[config.mk]
export PLATFORM = sky130hd
export DESIGN_NAME = pm_timer
export DESIGN_NICKNAME = d
export VERILOG_FILES = /design/src/rtl/pm_timer_pkg.sv /design/src/rtl/pm_prescaler.sv /design/src/rtl/pm_count_core.sv /design/src/rtl/pm_ctrl_regs.sv /design/src/rtl/pm_timer.sv
export SDC_FILE = /design/constraint.sdc
export NUM_CORES = 1
export LEC_CHECK = 0
export BUFFER_PORTS_ARGS = -buffer_cell sky130_fd_sc_hd__buf_2
export CELL_PAD_IN_SITES_DETAIL_PLACEMENT = 0
export CELL_PAD_IN_SITES_GLOBAL_PLACEMENT = 2
export CORE_MARGIN = 2
export CORE_UTILIZATION = 30
export CTS_CLUSTER_SIZE = 28
export DETAILED_ROUTE_END_ITERATION = 10
export PLACE_DENSITY = 0.77
export SLEW_MARGIN = 25
export SYNTH_ARGS = -nofsm -noshare
export SYNTH_HDL_FRONTEND = slang
export SYNTH_SLANG_ARGS = --single-unit
[constraint.sdc]
create_clock -name clk -period 4.4 [get_ports clk]
set_input_delay 0.22 -clock clk [delete_from_list [all_inputs] [get_ports clk]]
set_output_delay 0.22 -clock clk [all_outputs]
set_load 0.03 [all_outputs]
[src/rtl/pm_timer_pkg.sv]
// Shared register addresses and control-bit positions for the period-match timer.
package pm_timer_pkg;
    localparam int ADDR_W = 3;

    localparam logic [ADDR_W-1:0] A_CTRL   = 3'd0;
    localparam logic [ADDR_W-1:0] A_CNT_LO = 3'd1;
    localparam logic [ADDR_W-1:0] A_CNT_HI = 3'd2;
    localparam logic [ADDR_W-1:0] A_PER_LO = 3'd3;
    localparam logic [ADDR_W-1:0] A_PER_HI = 3'd4;
    localparam logic [ADDR_W-1:0] A_FLAG   = 3'd5;

    localparam int B_EN   = 0;
    localparam int B_MODE = 1;
    localparam int B_PSL  = 2;

    typedef enum logic {MODE_CONT = 1'b0, MODE_ONESHOT = 1'b1} mode_e;
endpackage

[src/rtl/pm_prescaler.sv]
// Prescaler: counts tick strobes while enabled and emits a count event on
// every 2**sel-th strobe. It assumes clr is high whenever the timer is
// disabled or the counter low byte is written.
module pm_prescaler #(
    parameter int SEL_W = 2
) (
    input  logic             clk,
    input  logic             rst_n,
    input  logic             en,
    input  logic             clr,
    input  logic             tick,
    input  logic [SEL_W-1:0] sel,
    output logic             evt
);
    localparam int PC_W = (1 << SEL_W) - 1;

    logic [PC_W-1:0] pcnt;
    logic [PC_W-1:0] mask;

    // Low bits of pcnt that must all be 1 for an event.
    always_comb mask = ~({PC_W{1'b1}} << sel);

    // Event when the masked phase is full on an enabled strobe.
    always_comb evt = en && tick && !clr && ((pcnt & mask) == mask);

    // Phase counter, reset by clear, advanced by each strobe.
    always_ff @(posedge clk) begin
        if (!rst_n || clr) begin
            pcnt <= '0;
        end else if (tick && en) begin
            pcnt <= pcnt + 1'b1;
        end
    end

    // after a clear, a divided setting cannot fire on the first strobe.
    a_r5_no_early_event: assert property (@(posedge clk) disable iff (!rst_n)
        clr |=> (sel == '0 || !evt));
endmodule

[src/rtl/pm_count_core.sv]
// Counter core: the 16-bit count, the high-byte buffer and the period
// comparison. It assumes wr_lo, wr_hi and rd_lo are single-cycle bus strobes
// and that evt comes from the prescaler.
module pm_count_core #(
    parameter int BYTE_W = 8
) (
    input  logic              clk,
    input  logic              rst_n,
    input  logic              evt,
    input  logic              oneshot,
    input  logic              wr_lo,
    input  logic              wr_hi,
    input  logic              rd_lo,
    input  logic [BYTE_W-1:0] wdata,
    input  logic [2*BYTE_W-1:0] period,
    output logic [2*BYTE_W-1:0] count,
    output logic [BYTE_W-1:0] shadow,
    output logic              hit_set
);
    localparam int CNT_W = 2 * BYTE_W;

    logic match;
    logic at_top;
    logic hit;

    // Period comparison and top-of-range detection.
    always_comb begin
        match  = (count == period);
        at_top = (count == {CNT_W{1'b1}});
        hit    = match || (at_top && !oneshot);
    end

    // A bus load of the counter takes priority over a count event.
    always_comb hit_set = evt && hit && !wr_lo;

    // Counter update: bus load, clear on hit, or increment.
    always_ff @(posedge clk) begin
        if (!rst_n) begin
            count <= '0;
        end else if (wr_lo) begin
            count <= {shadow, wdata};
        end else if (evt) begin
            count <= hit ? '0 : count + 1'b1;
        end
    end

    // High-byte buffer: written by the bus, or captured on a low-byte read.
    always_ff @(posedge clk) begin
        if (!rst_n) begin
            shadow <= '0;
        end else if (wr_hi) begin
            shadow <= wdata;
        end else if (rd_lo) begin
            shadow <= count[CNT_W-1:BYTE_W];
        end
    end

    a_r2_capture_high: assert property (@(posedge clk) disable iff (!rst_n)
        (rd_lo && !wr_hi) |=> shadow == $past(count[CNT_W-1:BYTE_W]));
    a_r3_hold_without_cause: assert property (@(posedge clk) disable iff (!rst_n)
        (!evt && !wr_lo) |=> $stable(count));
    a_r3_low_write_loads: assert property (@(posedge clk) disable iff (!rst_n)
        wr_lo |=> count[BYTE_W-1:0] == $past(wdata));
    a_r7_clear_after_hit: assert property (@(posedge clk) disable iff (!rst_n)
        hit_set |=> count == '0);
endmodule

[src/rtl/pm_ctrl_regs.sv]
// Control state: enable, mode, prescale select, period and the sticky flag.
// It assumes hit_set comes from the counter core in the same cycle as the
// count event that caused it.
module pm_ctrl_regs #(
    parameter int BYTE_W = 8,
    parameter int SEL_W  = 2
) (
    input  logic                clk,
    input  logic                rst_n,
    input  logic                wr_ctrl,
    input  logic                wr_per_lo,
    input  logic                wr_per_hi,
    input  logic                wr_flag,
    input  logic [BYTE_W-1:0]   wdata,
    input  logic                hit_set,
    output logic                en,
    output pm_timer_pkg::mode_e mode,
    output logic [SEL_W-1:0]    psel,
    output logic [2*BYTE_W-1:0] period,
    output logic                flag
);
    import pm_timer_pkg::*;

    logic stop;

    // Single-shot stop request.
    always_comb stop = hit_set && (mode == MODE_ONESHOT);

    // Control byte; the hardware stop overrides a write in the same cycle.
    always_ff @(posedge clk) begin
        if (!rst_n) begin
            en   <= 1'b0;
            mode <= MODE_CONT;
            psel <= '0;
        end else begin
            if (wr_ctrl) begin
                en   <= wdata[B_EN];
                mode <= mode_e'(wdata[B_MODE]);
                psel <= wdata[B_PSL +: SEL_W];
            end
            if (stop) begin
                en <= 1'b0;
            end
        end
    end

    // Period bytes, writable at any time.
    always_ff @(posedge clk) begin
        if (!rst_n) begin
            period <= '1;
        end else begin
            if (wr_per_lo) period[BYTE_W-1:0]        <= wdata;
            if (wr_per_hi) period[2*BYTE_W-1:BYTE_W] <= wdata;
        end
    end

    // Sticky flag: a hardware set wins over a software clear.
    always_ff @(posedge clk) begin
        if (!rst_n) begin
            flag <= 1'b0;
        end else if (hit_set) begin
            flag <= 1'b1;
        end else if (wr_flag && !wdata[0]) begin
            flag <= 1'b0;
        end
    end

    a_r8_oneshot_stops: assert property (@(posedge clk) disable iff (!rst_n)
        stop |=> !en);
    a_r9_set_wins: assert property (@(posedge clk) disable iff (!rst_n)
        hit_set |=> flag);
    a_r9_sticky: assert property (@(posedge clk) disable iff (!rst_n)
        (flag && !(wr_flag && !wdata[0])) |=> flag);
endmodule

[src/rtl/pm_timer.sv]
// Top level of the period-match timer. It decodes the byte bus, wires the
// prescaler, counter core and control registers together, and drives the
// combinational read mux. It assumes the bus strobes last one cycle.
module pm_timer #(
    parameter int BYTE_W = 8,
    parameter int SEL_W  = 2
) (
    input  logic                           clk,
    input  logic                           rst_n,
    input  logic                           tick_i,
    input  logic                           bus_wr_i,
    input  logic                           bus_rd_i,
    input  logic [pm_timer_pkg::ADDR_W-1:0] bus_addr_i,
    input  logic [BYTE_W-1:0]              bus_wdata_i,
    output logic [BYTE_W-1:0]              bus_rdata_o,
    output logic                           irq_o
);
    import pm_timer_pkg::*;

    localparam int CNT_W = 2 * BYTE_W;

    logic wr_ctrl, wr_lo, wr_hi, wr_per_lo, wr_per_hi, wr_flag, rd_lo;
    logic en, evt, hit_set, flag, ps_clr;
    mode_e mode;
    logic [SEL_W-1:0] psel;
    logic [CNT_W-1:0] period, count;
    logic [BYTE_W-1:0] shadow;

    // Bus strobe decode.
    always_comb begin
        wr_ctrl   = bus_wr_i && (bus_addr_i == A_CTRL);
        wr_lo     = bus_wr_i && (bus_addr_i == A_CNT_LO);
        wr_hi     = bus_wr_i && (bus_addr_i == A_CNT_HI);
        wr_per_lo = bus_wr_i && (bus_addr_i == A_PER_LO);
        wr_per_hi = bus_wr_i && (bus_addr_i == A_PER_HI);
        wr_flag   = bus_wr_i && (bus_addr_i == A_FLAG);
        rd_lo     = bus_rd_i && (bus_addr_i == A_CNT_LO);
        ps_clr    = wr_lo || !en;
    end

    pm_prescaler #(.SEL_W(SEL_W)) u_ps (
        .clk(clk), .rst_n(rst_n), .en(en), .clr(ps_clr),
        .tick(tick_i), .sel(psel), .evt(evt)
    );

    pm_count_core #(.BYTE_W(BYTE_W)) u_core (
        .clk(clk), .rst_n(rst_n), .evt(evt),
        .oneshot(mode == MODE_ONESHOT),
        .wr_lo(wr_lo), .wr_hi(wr_hi), .rd_lo(rd_lo), .wdata(bus_wdata_i),
        .period(period), .count(count), .shadow(shadow), .hit_set(hit_set)
    );

    pm_ctrl_regs #(.BYTE_W(BYTE_W), .SEL_W(SEL_W)) u_regs (
        .clk(clk), .rst_n(rst_n), .wr_ctrl(wr_ctrl), .wr_per_lo(wr_per_lo),
        .wr_per_hi(wr_per_hi), .wr_flag(wr_flag), .wdata(bus_wdata_i),
        .hit_set(hit_set), .en(en), .mode(mode), .psel(psel),
        .period(period), .flag(flag)
    );

    // Read mux over the register map.
    always_comb begin
        bus_rdata_o = '0;
        case (bus_addr_i)
            A_CTRL: begin
                bus_rdata_o[B_EN]             = en;
                bus_rdata_o[B_MODE]           = mode;
                bus_rdata_o[B_PSL +: SEL_W]   = psel;
            end
            A_CNT_LO: bus_rdata_o = count[BYTE_W-1:0];
            A_CNT_HI: bus_rdata_o = shadow;
            A_PER_LO: bus_rdata_o = period[BYTE_W-1:0];
            A_PER_HI: bus_rdata_o = period[CNT_W-1:BYTE_W];
            A_FLAG:   bus_rdata_o[0] = flag;
            default:  bus_rdata_o = '0;
        endcase
    end

    always_comb irq_o = flag;

    a_r6_disable_holds_count: assert property (@(posedge clk) disable iff (!rst_n)
        (!en && !wr_lo) |=> $stable(count));
endmodule

==> Word-level counts from Yosys, hierarchy flattened <==
Cells that the tools add are included.
{ "classes": {"add_sub_neg": 2, "n_eq_ne": 8, "shifts": 1, "muxes": 10, "bitwise_logic": 3, "reduce_logical": 29} }
{ "op_table": {"columns": ["cell", "n"], "rows": [
  ["$mux W16", 3],
  ["$add A16 B1 Y16 const B", 1],
  ["$eq A16 B16 Y1", 1],
  ["$eq A16 B16 Y1 const B", 1],
  ["$mux W8", 2],
  ["$pmux W4 S4", 1],
  ["$logic_and A1 B1 Y1", 15],
  ["$pmux W3 S5", 1],
  ["$eq A3 B2 Y1 const B", 2],
  ["$eq A3 B3 Y1 const B", 2],
  ["$logic_not A1 Y1", 6],
  ["$pmux W1 S6", 1],
  ["$reduce_bool A2 Y1", 3],
  ["$add A3 B1 Y3 const B", 1],
  ["$and A3 B3 Y3", 1],
  ["$eq A3 B1 Y1 const B", 1],
  ["$eq A3 B3 Y1", 1],
  ["$logic_not A3 Y1", 1],
  ["$logic_or A1 B1 Y1", 3],
  ["$not A3 Y3", 1],
  ["$shl A3 B2 Y3 const A", 1],
  ["$mux W1", 2],
  ["$reduce_or A2 Y1", 1],
  ["$not A1 Y1", 1]
]} }
{ "totals": {"regBits": 48, "input_bits": 16, "output_inout_bits": 9, "wordCells": 62} }

==> Depth between registers and ports, before layout <==
Gate-level depths: netlist (run 1).
{ "logic_depth": {"depth_word": 10, "ltp_mapped": 7, "ltp_nobuf": 6} }

==> Hierarchy <==
From an unflattened synthesis (run 1), not the netlist that was laid out.
{ "hier_totals": {"cells_unflattened": 338, "area_unflattened_um2": 2980.4} }
{ "modules_own_cells": {"columns": ["mod", "n_inst", "cells_each", "area_each_um2", "seq_area_each_um2"], "rows": [
  ["pm_count_core", 1, 188, 1624.1, 480.5],
  ["pm_ctrl_regs", 1, 69, 743.2, 420.4],
  ["pm_timer", 1, 62, 452.9, 0.0],
  ["pm_prescaler", 1, 19, 160.2, 60.1]
]} }

==> Least setup slack after synthesis (run 1) <==
No wires, ideal clock.
{ "synth_path": {"path_type": "register to register", "from": "register u_core.count[0]", "to": "register u_core.count[13]", "arrival_time_ps": 1676, "path_slack_ps": 2607, "path_stages_with_launch": 8, "path_cell_list": "dfxtp_1 -> ha_1 -> and4_1 -> and3_1 -> buf_4 -> nand4_4 -> and2_4 -> a32o_1"} }
{ "synth_between": {"elab_chain_cells": 6} }
{ "synth_rtl": {"columns": ["item", "line", "rtl"], "rows": [
  ["from (decl)", "pm_count_core.sv:16", "output logic [2*BYTE_W-1:0] count,"],
  ["from (signal assigned)", "pm_count_core.sv:41", "count <= {shadow, wdata};"],
  ["from (signal assigned)", "pm_count_core.sv:43", "count <= hit ? '0 : count + 1'b1;"],
  ["branches (longest 3 deep; another with $add A16 B1 Y16)", null, null],
  ["$mux W16 *", "pm_count_core.sv:43", null],
  ["$mux W16 *", "pm_count_core.sv:42", "end else if (evt) begin"],
  ["$mux W16 *", "pm_count_core.sv:40", "end else if (wr_lo) begin"]
]} }
Mark *: on every way between the ends. The select of a mux whose other input is x is not followed.
A chain may end at the register's enable or synchronous reset.

==> Final worst setup path (run 1) <==
{ "layout_path": {"from": "register u_core.count[0]", "to": "register u_core.count[9]"} }
Same word-level chain as after synthesis.

==> results of run 1 <==
[sequential cells by signal, indices dropped and copies added (netlist names)]
register and flops:
u_core.count 16, u_regs.period 16, u_core.shadow 8, u_ps.pcnt 3
u_regs.psel 2, u_regs.en 1, u_regs.flag 1, u_regs.mode 1
[path summary, 6_finish.rpt]
path                                          to  cells after the start
worst max-delay path             u_core.count[9]                      6
worst min-delay path                u_ps.pcnt[0]                      3
worst max register to register   u_core.count[9]                      6
worst min register to register  u_regs.period[3]                      2
[kinds of logic (layout without fill, tap and decap cells)]
family / after synthesis / in the layout
XOR/XNOR: 26 / 26
buffers and inverters: 32 / 38
flip-flops: 48 / 48
AO/OA/AOI/OAI: 75 / 75
adder cells (fa/ha/maj): 2 / 2
multiplexers: 25 / 25
AND/OR/NAND/NOR: 131 / 131
[metal layers]
layer,track usage,vias to the layer above
met4,0.05269,0
met2,0.2785,77
met1,0.2682,1228
met3,0.02497,12
li1,-,1250
met5,0,-
[power groups by stage]
| stage | clock [uW] | combinational, uW | sequential [uW] |
|---|---|---|---|
| after detailed placement | 0 | 124 | 480 |
| final | 320 | 125 | 470 |
| after CTS | 329 | 124 | 470 |
| after global placement | 0 | 123 | 480 |
| after global routing | 347 | 137 | 472 |
| after floorplan | 0 | 93.1 | 465 |
[area by class of cell]
cell class	count	area, um2
flip-flops and latches	48	960.9
repair buffers	26	135.1
clock buffers	6	72.57
well taps	111	138.9
inverters	4	15.01
multi-input cells	259	1713
fillers	961	6082
clock inverters	2	35.03
[placed cells by master, fill, tap and decap left out, drive strengths merged, types with 8 or more instances in the layout]
master / Yosys / final
a22oi: 16 / 16
buf: 16 / 26
a211oi: 10 / 10
a21oi: 8 / 8
xor2: 23 / 23
o21ai: 8 / 8
mux2i: 23 / 23
dfxtp: 48 / 48
nand3: 29 / 29
o22ai: 17 / 17
nand2: 44 / 44
nor2: 21 / 21
[worst max-delay path: cells and delay by family, from the launching register on]
family                   cells  cell delay [ps]
AND/OR/NAND/NOR              4             1070
flip-flops                   1              510
adder cells (fa/ha/maj)      1              260
AO/OA/AOI/OAI                1              240
[metrics by stage]
step	std cells	total power, uW	hold WS [ps]	instance area [um2]	setup slack [ps]
floorplan	339	558.6	344.0	2804	2607
CTS	456	923.1	198.9	3070	2203
global route	456	955.9	227.1	3070	2111
finish	456	915.2	204.8	3070	2210
global placement	448	603.1	491.3	2959	1897
detailed placement	448	603.5	494.4	2963	2066
==> qor.csv, run 1 <==
metric,value,unit
status,"complete, no violations",
p_leak,0.001120,uW
crit_chain,ha_1 > and4_1 > and3_1 > nand4_4 > and2_4 > a32o_1,
track_usage,0.1829,
internal_power,662.5,uW
drive_above_1_share,0.1275,
cts.clk_slew.worst_paths,90,ps
start_kind,register,
clock_path_buffers,2,
avgSynthCellArea,8.271,um2
r2r_start,u_core.count[0],
grt.overflow.total,0,
grt_pass1_vias,2318,
cts-root-buf,clkbuf_8,
cts_inserted_buffers,5,
yosys.area_share.simple,0.2387,
worst_pin_slew,816.2,ps
synth_cell_types,50,
dieArea,10140,um2
synth_compound_area_frac,0.1843,
h-tree-depth,2,
hold_class,input port to register,
met2_length,4097,um
min_period_over_period,0.4976,
place_congestion,0.8473,
synth_most_common_cell,dfxtp_1,
synthArstFlopShare,0,
io_pins,25,
max_cap_violations,0,
crit_type,register to register,
slowest_delay,510,ps
fin_skew,8.209,ps
hold_buffers,0,
fmax,456.7,MHz
min_from,tick_i,
p_switching,252.7,uW
end_kind,register,
relSlewSlack,0.4559,
critPathLaunch,u_core.count[0],
drt_iter0_markers,182,
synth_xor_area_frac,0.08121,
finalSetupTns,0,ps
netlist_top_cells_area,"dfxtp_1 (34%), mux2i_1 (8.2%), xor2_1 (7.2%), nand2_1 (5.9%), nand3_1 (5.2%)",
crit_arrival,2390,ps
rsz0062_at_grt,false,
die_w,100.7,um
placementRows,35,
routed_wl,8950,um
grt_pass1_wl,14030,um
utilization,0.3355,
setup_viol,0,
drc_errors,0,
synthMuxAreaShare,0.09415,
worst_path_max_delay_cell,dfxtp_1,
path_max_fanout,7,
ant_nets,0,
synth_top_area_frac,0.3427,
fin_crit,2190,ps
synth_top_cells_by_count,"dfxtp_1 (48), nand2_1 (44), nand3_1 (29), mux2i_1 (23), xor2_1 (23)",
highest_layer,met4,
r2r_setup_slack,2210,ps
clk_latency,310,ps
ys.flop_type,dfxtp_1,
antenna_found_initial,0,
yosysWarnings,0,
initial_core_util,0.3064,
antenna-diode-count,0,
dieHeight,100.7,um
pwr-share-clk,0.350,
syn-instance-count,339,
num_vias,2567,
ir_worst_vdd,0.0001486,V
combPwrFrac,0.136,
synth_top_family_by_area,simple AND/OR/NAND/NOR gates,
dr_wl_met3,452,um
hold_viol,0,
netSwitchingFraction,0.2761,
ys_seq_area_frac,0.3427,
met1_length,4258,um
syn_nets,357,
p_seq_frac,0.513,
port_buffers,24,
synthToLayoutAreaGrowth,9.505,%
cp.required,4600,ps
ys_seq_elements,48,
firstDrtPassIters,5,
drv_slew,0,
cts_resized,0,
power_density,298.1,nW/um2
synth_top_area_cell,dfxtp_1,
synth_edf_count,0,
core_area,9153,um2
synth_adder_area_share,0.008925,
cts_tree,built,
viasPerCell,5.629,
nets,362,
grt_max_degree,26,
cts_sinks,48,
synth.cell_area,2804,um2
routedWlPerCell,19.63,um
post-cts-setup-buffer-count,0,
hpwl,6529,um
(Power assumes the default switching activity.)
==> inputs of run 2 (changes only) <==
--- a/config.mk
+++ b/config.mk
@@ -5,6 +5,7 @@
 export SDC_FILE = /design/constraint.sdc
 export NUM_CORES = 1
 export LEC_CHECK = 0
+export ABC_AREA = 1
 export BUFFER_PORTS_ARGS = -buffer_cell sky130_fd_sc_hd__buf_2
 export CELL_PAD_IN_SITES_DETAIL_PLACEMENT = 0
 export CELL_PAD_IN_SITES_GLOBAL_PLACEMENT = 2
@@ -12,7 +13,7 @@
 export CORE_UTILIZATION = 30
 export CTS_CLUSTER_SIZE = 28
 export DETAILED_ROUTE_END_ITERATION = 10
-export PLACE_DENSITY = 0.77
+export PLACE_DENSITY = 0.84
 export SLEW_MARGIN = 25
 export SYNTH_ARGS = -nofsm -noshare
 export SYNTH_HDL_FRONTEND = slang
==> constraint.sdc (replaced) <==
create_clock -name clk -period 2.1 [get_ports clk]
set_input_delay 0.105 -clock clk [delete_from_list [all_inputs] [get_ports clk]]
set_output_delay 0.105 -clock clk [all_outputs]
set_load 0.03 [all_outputs]
==> run 2 against run 1 <==
Setup slack got worse by 1800 ps; largest cell class unchanged; critical path depth rose by 4; flip-flop and latch count did not move.
==> qor.csv, run 2 <==
metric,value,unit
synth_top_area_frac,0.3285,
drc_errors,0,
synth_top_area_cell,dfxtp_1,
fmax,580.5,MHz
dieArea,10560,um2
ys_seq_elements,48,
r2r_start,u_core.count[1],
clk_latency,300,ps
fin_crit,1723,ps
firstDrtPassIters,5,
track_usage,0.1736,
final_common_cell,nand2_1,
initial_core_util,0.3035,
end_kind,register,
viasPerCell,4.679,
worst_pin_slew,449.8,ps
min_period_over_period,0.8203,
dieHeight,102.7,um
synth_top_cells_by_count,"nand2_1 (163), inv_1 (71), dfxtp_1 (48), a21oi_1 (41), o21ai_0 (36)",
cp.required,2330,ps
hold_viol,0,
crit_type,register to register,
grt_pass1_vias,2629,
place_congestion,0.8014,
cts_resized,0,
core_area,9639,um2
post-cts-setup-buffer-count,0,
drv_slew,0,
path_max_fanout,15,
ant_nets,0,
hpwl,6538,um
max_cap_violations,0,
finalSetupTns,0,ps
min_from,bus_wdata_i[5],
synthArstFlopShare,0,
syn_nets,485,
avgSynthCellArea,6.264,um2
syn-instance-count,467,
placementRows,36,
die_w,102.7,um
ys_seq_area_frac,0.3285,
worst_path_max_delay_cell,dfxtp_1,
cts-root-buf,clkbuf_8,
r2r_setup_slack,380,ps
io_pins,25,
clock_path_buffers,2,
num_vias,2929,
grt_pass1_wl,13880,um
r2r_end,u_core.count[14],
drive_above_1_share,0.1258,
relSlewSlack,0.7001,
start_kind,register,
cts_tree,built,
antenna_found_initial,0,
p_leak,0.001499,uW
largestRegisters,"u_core.count x16, u_regs.period x16, u_core.shadow x8",
synthToLayoutAreaGrowth,12.57,%
ys.flop_type,dfxtp_1,
nets,510,
cts_inserted_buffers,5,
antenna-diode-count,0,
reg2regPathDepth,10,
fin_skew,9.342,ps
routed_wl,8763,um
crit_chain,ha_1 > nand2_1 > inv_1 > nand2_2 > nor2_4 > nand3_2 > nand2_2 > nor2_4 > nand2_1 > a21oi_1,
crit_arrival,1950,ps
worst_slack,377.3,ps
synth.cell_area,2925,um2
port_buffers,24,
drt_iter0_markers,179,
hold_buffers,0,
netlist_top_cells_area,"dfxtp_1 (33%), nand2_1 (21%), inv_1 (9.1%), a21oi_1 (7.0%), o21ai_0 (6.2%)",
cts_sinks,48,
ir_worst_vdd,0.0003530,V
routedWlPerCell,14.00,um
power_density,561.5,nW/um2
synth_most_common_cell,nand2_1,
slowest_delay,370,ps
yosysWarnings,0,
synth_edf_count,0,
h-tree-depth,2,
layout_common_cells,"nand2_1 (163), inv_1 (71), dfxtp_1 (48), a21oi_1 (41), o21ai_0 (36)",
setup_viol,0,
grt.overflow.total,0,
rsz0062_at_grt,false,
status,"complete, no violations",
synth_cell_types,32,
grt_max_degree,36,
hold_end,u_regs.period[13],
whs_path_depth,3,
dp_slack,375.0,ps
hold_class,input port to register,
cts.clk_slew.worst_paths,90,ps
==> run 2: changes by cell type in the layout (fill, tap and decap cells not counted), sizes merged, moves of 10 or more <==
cell and change:
o21ai +28, nor2 +14, a21oi +35, xor2 -14
o22ai -12, a211oi -10, a22oi -15, nand3 -18
mux2i -23, inv +72, nand2 +125
==> run 2: worst max-delay path by stage <==
stage	cells after the start	startpoint	slack, ps	endpoint
CTS	10	u_core.count[1]	360	u_core.count[14]
detailed placement	10	u_core.count[1]	370	u_core.count[7]
floorplan	11	u_core.count[1]	570	u_core.count[6]
global route	8	u_regs.en	160	u_core.count[5]
finish	10	u_core.count[1]	380	u_core.count[14]
global placement	8	u_regs.en	440	u_core.count[5]
==> run 2: cell families (layout without fill, tap and decap cells) <==
family,after synthesis,count (layout),share of synthesized area
compound gates,101,101,0.1980
xor+xnor,9,9,0.02695
fa+ha+maj,2,2,0.008553
buf+inv,88,114,0.1228
flops,48,48,0.3285
simple gates,219,219,0.3152
==> run 2: power breakdown <==
group / switching (uW) / total, uW / internal (uW)
combinational: 154 / 222 / 67.8
clock: 322 / 676 / 354
sequential: 19.2 / 951 / 931
==> run 2: critical path: cells and delay by family, from the launching register on <==
kind / cells / cell delay [ps]
and+or+nand+nor: 7 / 850
DFF: 1 / 370
adders and majority gates: 1 / 210
AOI/OAI and AO/OA: 1 / 140
buffers and inverters: 1 / 90
==> run 2: layout make-up <==
type                            count  area, um2
Clock buffer                        6      72.57
Sequential cell                    48      960.9
Multi-Input combinational cell    331       1605
Tap cell                          133      166.4
Clock inverter                      2      35.03
Inverter                           76      287.8
Timing Repair Buffer               30      165.2
Fill cell                        1115       6346
==> run 2: metal layers <==
layer,up-vias,GRT usage,share of wire
met1,1316,0.2507,0.50
met4,0,0.04858,0.018
met3,13,0.02373,0.042
met5,-,0,0
li1,1523,-,-
met2,77,0.2710,0.44
==> run 2: stage by stage <==
step | utilization | area, um2 | std cells | power, uW | hold slack (ps)
5_1_grt | 0.3416 | 3293 | 626 | 1942 | 95.03
3_5_place_dp | 0.3305 | 3186 | 618 | 1193 | 409.3
4_1_cts | 0.3416 | 3293 | 626 | 1867 | 91.54
3_3_place_gp | 0.3305 | 3186 | 618 | 1193 | 404.8
6_report | 0.3416 | 3293 | 626 | 1849 | 92.46
2_1_floorplan | - | 2925 | 467 | 1107 | 231.4
